## src/rtl/imul_pkg.sv

```systemverilog
package imul_pkg;
  localparam logic [1:0] MODE_U32 = 2'b00;
  localparam logic [1:0] MODE_S32 = 2'b01;

  typedef struct packed {
    logic neg;
    logic one;
    logic two;
  } booth_t;

  function automatic booth_t booth_decode(input logic [2:0] tri_bits);
    booth_t d;
    d.neg = tri_bits[2] & ~(tri_bits[1] & tri_bits[0]);
    d.one = tri_bits[1] ^ tri_bits[0];
    d.two = (tri_bits == 3'b011) | (tri_bits == 3'b100);
    return d;
  endfunction
endpackage

```

## src/rtl/imul_opnd_ext.sv

```systemverilog
module imul_opnd_ext #(
  parameter int DATA_W = 64
) (
  input  logic [1:0]        mode,
  input  logic [DATA_W-1:0] raw,
  output logic [DATA_W-1:0] formed
);
  import imul_pkg::*;
  localparam int HALF_W = DATA_W / 2;

  always_comb begin
    case (mode)
      MODE_U32: formed = {{HALF_W{1'b0}}, raw[HALF_W-1:0]};
      MODE_S32: formed = {{HALF_W{raw[HALF_W-1]}}, raw[HALF_W-1:0]};
      default:  formed = raw;
    endcase
  end
endmodule

```

## src/rtl/imul_booth_pp.sv

```systemverilog
module imul_booth_pp #(
  parameter int DATA_W = 64
) (
  input  logic [2:0]        tri_bits,
  input  logic [DATA_W-1:0] mcand,
  output logic [DATA_W-1:0] pp
);
  import imul_pkg::*;
  booth_t            dig;
  logic [DATA_W-1:0] mag;

  always_comb begin
    dig = booth_decode(tri_bits);
    if (dig.two)      mag = mcand << 1;
    else if (dig.one) mag = mcand;
    else              mag = '0;
    pp = dig.neg ? (~mag + 1'b1) : mag;
  end
endmodule

```

## src/rtl/imul_exit_det.sv

```systemverilog
module imul_exit_det #(
  parameter int Q_W = 65
) (
  input  logic [Q_W-1:0] scan,
  output logic           uniform
);
  assign uniform = (&scan) | ~(|scan);
endmodule

```

## src/rtl/imul_radix4.sv

```systemverilog
module imul_radix4 #(
  parameter int DATA_W = 64
) (
  input  logic              clk,
  input  logic              rst_n,
  input  logic              in_valid,
  output logic              in_ready,
  input  logic [1:0]        in_mode,
  input  logic [DATA_W-1:0] in_a,
  input  logic [DATA_W-1:0] in_b,
  output logic              out_valid,
  output logic [DATA_W-1:0] out_data
);
  localparam int Q_W    = DATA_W + 1;
  localparam int N_OPND = 2;

  logic              busy;
  logic [Q_W-1:0]    scan_q;
  logic [DATA_W-1:0] mcand_q;
  logic [DATA_W-1:0] acc_q;

  logic [DATA_W-1:0] raw_op    [N_OPND];
  logic [DATA_W-1:0] formed_op [N_OPND];

  assign raw_op[0] = in_a;
  assign raw_op[1] = in_b;

  for (genvar g = 0; g < N_OPND; g++) begin : g_ext
    imul_opnd_ext #(.DATA_W(DATA_W)) u_ext (
      .mode   (in_mode),
      .raw    (raw_op[g]),
      .formed (formed_op[g])
    );
  end

  logic [DATA_W-1:0] pp;
  logic [DATA_W-1:0] acc_next;
  logic [Q_W-1:0]    scan_next;
  logic [DATA_W-1:0] mcand_next;
  logic              done_now;
  logic              accept;

  imul_booth_pp #(.DATA_W(DATA_W)) u_pp (
    .tri_bits (scan_q[2:0]),
    .mcand    (mcand_q),
    .pp       (pp)
  );

  assign acc_next   = acc_q + pp;
  assign scan_next  = Q_W'($signed(scan_q) >>> 2);
  assign mcand_next = mcand_q << 2;

  imul_exit_det #(.Q_W(Q_W)) u_exit (
    .scan    (scan_next),
    .uniform (done_now)
  );

  assign in_ready = ~busy;
  assign accept   = in_valid & ~busy;

  always_ff @(posedge clk or negedge rst_n) begin
    if (!rst_n) begin
      busy      <= 1'b0;
      scan_q    <= '0;
      mcand_q   <= '0;
      acc_q     <= '0;
      out_valid <= 1'b0;
      out_data  <= '0;
    end else begin
      out_valid <= 1'b0;
      if (accept) begin
        busy    <= 1'b1;
        scan_q  <= {formed_op[0], 1'b0};
        mcand_q <= formed_op[1];
        acc_q   <= '0;
      end else if (busy) begin
        acc_q   <= acc_next;
        scan_q  <= scan_next;
        mcand_q <= mcand_next;
        if (done_now) begin
          busy      <= 1'b0;
          out_valid <= 1'b1;
          out_data  <= acc_next;
        end
      end
    end
  end
endmodule

```

## config.mk

```make
export PLATFORM = sky130hd
export DESIGN_NAME = imul_radix4
export DESIGN_NICKNAME = d
export VERILOG_FILES = /design/src/rtl/imul_pkg.sv /design/src/rtl/imul_opnd_ext.sv /design/src/rtl/imul_booth_pp.sv /design/src/rtl/imul_exit_det.sv /design/src/rtl/imul_radix4.sv
export SDC_FILE = /design/constraint.sdc
export NUM_CORES = 1
export LEC_CHECK = 0
export BUFFER_PORTS_ARGS = -buffer_cell sky130_fd_sc_hd__buf_2
export CAP_MARGIN = 20
export CELL_PAD_IN_SITES_DETAIL_PLACEMENT = 1
export CELL_PAD_IN_SITES_GLOBAL_PLACEMENT = 1
export CORE_MARGIN = 1
export CORE_UTILIZATION = 49
export CTS_CLUSTER_DIAMETER = 30
export DETAILED_ROUTE_END_ITERATION = 10
export GPL_TIMING_DRIVEN = 0
export PLACE_DENSITY = 0.85
export SETUP_SLACK_MARGIN = 0.05
export SYNTH_ARGS = -nofsm -noshare
export SYNTH_HDL_FRONTEND = slang
export SYNTH_SLANG_ARGS = --single-unit
```

## constraint.sdc

```tcl
create_clock -name clk -period 11.16 [get_ports clk]
set_input_delay 1.116 -clock clk [delete_from_list [all_inputs] [get_ports clk]]
set_output_delay 1.116 -clock clk [all_outputs]
set_load 0.02 [all_outputs]
```

==> results_tabular.tex <==
\begin{tabular}{lr}
\hline
Metric & Value \\
\hline
\multicolumn{2}{l}{\textbf{Status}} \\
\quad Run status & finished with violations \\
\quad Violations in the final reports & DRC \\
\multicolumn{2}{l}{\textbf{Setup path}} \\
\quad CP startpoint kind & flip-flop \\
\quad Crit Path Max Fanout & 10 \\
\quad Register-to-register setup slack & 1.69 ns \\
\quad Signal arrival time at the worst endpoint & around 10 ns \\
\quad Worst r2r dst & acc\_q[63] \\
\quad Data required time of the critical path & 11.69 ns \\
\quad Critical Path End Type & flip-flop \\
\quad Crit Reg-Reg Startpoint & scan\_q[2] \\
\quad Cell count of the worst reg-to-reg path & 24 \\
\quad Crit Path Class & flip-flop to flip-flop \\
\multicolumn{2}{l}{\textbf{Routing}} \\
\quad Number of vias after detailed routing & 18360 \\
\quad DRC violation total after the first TritonRoute iteration & 1153 \\
\quad Vias per inst & around 6.4 \\
\quad Drt total wl & 68620 um \\
\quad DRT Pass-1 Iters & 8 \\
\quad Final ANT Viol Nets & 0 \\
\quad Routed length per instance & 23.87 um \\
\quad DRC errors left & 32 \\
\multicolumn{2}{l}{\textbf{Timing}} \\
\quad Fmax & approximately 110 MHz \\
\quad Final-report max-slew violation count & 0 \\
\quad Final setup violation count & 0 \\
\quad Worst slew pin tran & about 0.9 ns \\
\quad Hold violation total from the final report & 0 \\
\quad Sum of negative setup slack & 0 ns \\
\quad Final period util & 84.88\% \\
\quad Tightest slew margin relative to the limit & between 30 and 40\% \\
\quad Clock tree skew after final layout & 0.03181 ns \\
\quad Final worst path period need & roughly 9.5 ns \\
\quad Setup repair after global routing missed its margin & no \\
\quad Worst hold margin & 0.4119 ns \\
\multicolumn{2}{l}{\textbf{Clock network}} \\
\quad Number of buffers on the longest clock path & 3 \\
\quad Count of buffers added by post-CTS timing repair for setup & 0 \\
\quad Number of buffers created by CTS & 57 \\
\quad Clock tree root driver cell & clkbuf\_16 \\
\quad Clock sink total & 259 \\
\quad Clock Latency Late Sink & between 0.6 and 0.7 ns \\
\quad TritonCTS clock tree & built \\
\quad Number of gates given a new drive strength after cts & 0 \\
\quad H-Tree Depth & 2 \\
\quad CTS Hold Bufs & 0 \\
\quad Clock input transition at the sequential cells of the worst setup and hold paths & about 0.05 ns \\
\multicolumn{2}{l}{\textbf{Logic synthesis}} \\
\quad Synth Area in Adders & under 10\% \\
\quad Commonest register cell after synthesis & dfrtp\_1 \\
\quad Post-synth ARST share & 100.0\% \\
\quad Simple-Gate Fraction of Synth Area & approximately 16\% \\
\quad Number of flops mapped to enable cells by yosys & 0 \\
\quad Post-Synthesis Mean Instance Area & 8.473 um2 \\
\quad FF+latch count, synth & 259 \\
\quad Post-synthesis mux area share & approximately 7.6\% \\
\quad Net count after synthesis & between 2000 and 2500 \\
\quad Main combinational cell family by area after synthesis & compound AO/OA/AOI/OAI gates \\
\quad Synth Area in Compound Gates & 24.56\% \\
\quad Warning count from the yosys run & 0 \\
\quad Number of distinct standard cells referenced by the synthesized netlist & 79 \\
\quad XOR/XNOR share of the synthesized area & 5.694\% \\
\quad Mapped cell area & 17840 um2 \\
\quad Cell count after synthesis & 2106 \\
\quad Seq/Total Area, Yosys & 36.32\% \\
\multicolumn{2}{l}{\textbf{Power and ir drop}} \\
\quad Power dissipated by switching net loads & 1.662 mW \\
\quad Internal Power & roughly 2.8 mW \\
\quad Share of power burned in combinational logic & 32.3\% \\
\quad Power Dens Cells & just over 200 nW/um2 \\
\quad Peak supply drop & around 0.15 mV \\
\quad Overall power of the completed layout & $\sim$4.5 mW \\
\quad Part of the total power dissipated in sequential elements & 27.7\% \\
\quad Leakage & $\sim$10 nW \\
\quad Clock share of power & 39.9\% \\
\quad Switching fraction of total power & 37.30\% \\
\multicolumn{2}{l}{\textbf{Flow run}} \\
\quad Count of maximum capacitance violations & 0 \\
\multicolumn{2}{l}{\textbf{Final layout}} \\
\quad Count of placed standard cells in the final layout, fillers left out & 2875 \\
\quad Final \#Nets & 2579 \\
\quad Share of post-route cells with drive strength above 1 & 16.49\% \\
\quad Area Growth Syn to Fin & 20.82\% \\
\quad Fill cell total of the finished layout & 4269 \\
\quad Cell area after layout & approximately 22000 um2 \\
\multicolumn{2}{l}{\textbf{Floorplan}} \\
\quad Core area & 35740 um2 \\
\quad Count of pins on the block boundary & about 200 \\
\quad Die Outline Area & 37180 um2 \\
\quad Die extent in y & roughly 190 um \\
\quad Number of core rows & between 60 and 70 \\
\quad Initial core utilization & 49.92\% \\
\quad Width of the chip & 192.8 um \\
\multicolumn{2}{l}{\textbf{Global routing}} \\
\quad Via count of the first global-routing pass & about 19000 \\
\quad Number of antenna violations at the first check in global routing & 4 \\
\quad Largest net degree at the start of global routing & 120 \\
\quad GRT overflow & 0 \\
\quad Global Route Usage Sum & between 30\% and 40\% \\
\quad First-pass GRT wire length & 106400 um \\
\multicolumn{2}{l}{\textbf{Placement}} \\
\quad Placed instance area & about 20000 um2 \\
\quad Weighted congestion at the end of routability-driven global placement & 0.9324 \\
\quad Placed insts & 2769 \\
\quad Count of input and output buffers & 197 \\
\quad DP Wirelength & 49610 um \\
\multicolumn{2}{l}{\textbf{Worst hold path}} \\
\quad Worst hold path type & primary input to async pin \\
\hline
\end{tabular}
==> per-layer routing <==
| metal | GRT usage (%) | share of wire [%] | vias up |
|---|---|---|---|
| li1 | - | - | 8207 |
| met5 | 0 | 0.048 | - |
| met1 | 46.24 | 42 | 9164 |
| met3 | 6.274 | 6.0 | 227 |
| met2 | 61.12 | 47 | 759 |
| met4 | 19.29 | 5.1 | 6 |
==> worst max-delay path by stage <==
stage | to | cells past startpoint | from
2_1_floorplan | out_data[63] | 24 | scan_q[2]
3_3_place_gp | out_data[63] | 24 | scan_q[2]
3_5_place_dp | acc_q[63] | 24 | scan_q[2]
4_1_cts | acc_q[63] | 24 | scan_q[2]
5_1_grt | acc_q[63] | 24 | scan_q[2]
6_report | acc_q[63] | 24 | scan_q[2]
==> registers in the layout, summed over array words and instances (netlist names) <==
register	cells
busy	1
out_data	64
mcand_q	64
out_valid	1
scan_q	65
acc_q	64
==> layout make-up <==
type	instances	area, um2	share of cell area, %
multi-input combinational	1665	10660	49.43
sequential	259	6481	30.06
clock buffer	68	1548	7.179
timing repair buffer	202	1096	5.084
buffer	162	638.1	2.960
tap	461	576.8	2.676
clock inverter	37	485.5	2.252
inverter	20	75.07	0.3482
antenna	1	2.502	0.01161
==> synthesized netlist by cell type, types with 7 or more instances <==
master    count  area share, %
nand2_1     324            6.8
mux2i_1      66            3.7
nand2b_1      8           0.28
o21bai_1      8           0.34
buf_1        13           0.27
nor4_1       34            1.2
clkbuf_1    143            3.0
and3_1       32            1.1
o31ai_1      12           0.50
o21ai_0     260            7.3
inv_1        19           0.40
xnor2_1      63            3.1
dfrtp_1     259             36
a21oi_1     206            5.8
a21boi_0     10           0.42
a21o_1       52            2.2
xor2_1       53            2.6
nand3_1      18           0.50
nand4_1      42            1.5
mux2_2       61            3.8
or2_2         9           0.32
nor2_1       71            1.5
nor2b_1      11           0.39
nor3_1       34           0.95
or3_1         7           0.25
a31oi_1      30            1.1
o21a_1        8           0.34
a211oi_1     13           0.55
ha_1         78            5.5
a22o_1       63            3.1
==> critical path: stages, from the launching register on <==
cell	delay (ns)
dfrtp_1	0.32
clkbuf_1	0.33
mux2i_1	0.83
clkbuf_1	0.45
clkbuf_1	0.51
clkbuf_1	0.52
and2_1	0.20
clkbuf_1	0.43
clkbuf_1	0.62
clkbuf_1	0.61
a22oi_1	0.18
xor2_1	0.21
ha_1	0.30
clkbuf_1	0.28
nand4_1	0.20
nor3_1	0.22
o21ai_0	0.16
a211oi_1	0.31
a211oi_1	0.21
nor4_1	0.47
o211ai_1	0.30
o41ai_1	0.78
nor4_1	0.13
or4_1	0.61
o21ai_1	0.18
==> cells by family (layout without fill, tap and decap cells) <==
family | Yosys count | count (layout)
other | 0 | 1
AND/OR/NAND/NOR | 621 | 621
adder cells (fa/ha/maj) | 79 | 79
AO/OA/AOI/OAI | 722 | 722
XOR/XNOR | 116 | 116
buffers and inverters | 182 | 489
flip-flops | 259 | 259
multiplexers | 127 | 127
==> placed cells by master, fill, tap and decap left out, types with 9 or more instances in the layout <==
master     count
clkinv_2      13
nor4_1        34
a31oi_1       30
o21ai_0      260
ha_1          78
a22o_1        63
o31ai_1       12
a21boi_0      10
buf_1         13
or2_2          9
xnor2_1       63
a21o_1        52
buf_2        197
inv_1         19
mux2i_1       66
nand4_1       42
nor2_1        70
nor3_1        34
clkbuf_16     57
dfrtp_1      259
a21oi_1      205
a211oi_1      13
clkbuf_1     146
nand3_1       18
nand2_1      324
mux2_2        61
and3_1        32
xor2_1        53
nor2b_1       11
==> power by group through the flow <==
stage / Sequential, mW / Clock (mW) / Combinational, mW
6_report: 1.24 / 1.78 / 1.44
5_1_grt: 1.25 / 1.83 / 1.56
4_1_cts: 1.23 / 1.79 / 1.41
3_5_place_dp: 1.23 / 0 / 1.39
3_3_place_gp: 1.23 / 0 / 1.31
2_1_floorplan: 1.19 / 0 / 0.995
==> metrics by stage <==
step / worst slack (ns) / util (%)
2_1_floorplan: 5.319 / -
3_3_place_gp: 2.340 / 54.30
3_5_place_dp: 2.246 / 54.62
4_1_cts: 2.108 / 60.31
5_1_grt: 1.464 / 60.31
6_report: 1.687 / 60.32
Power figures use the tool's default switching activity.
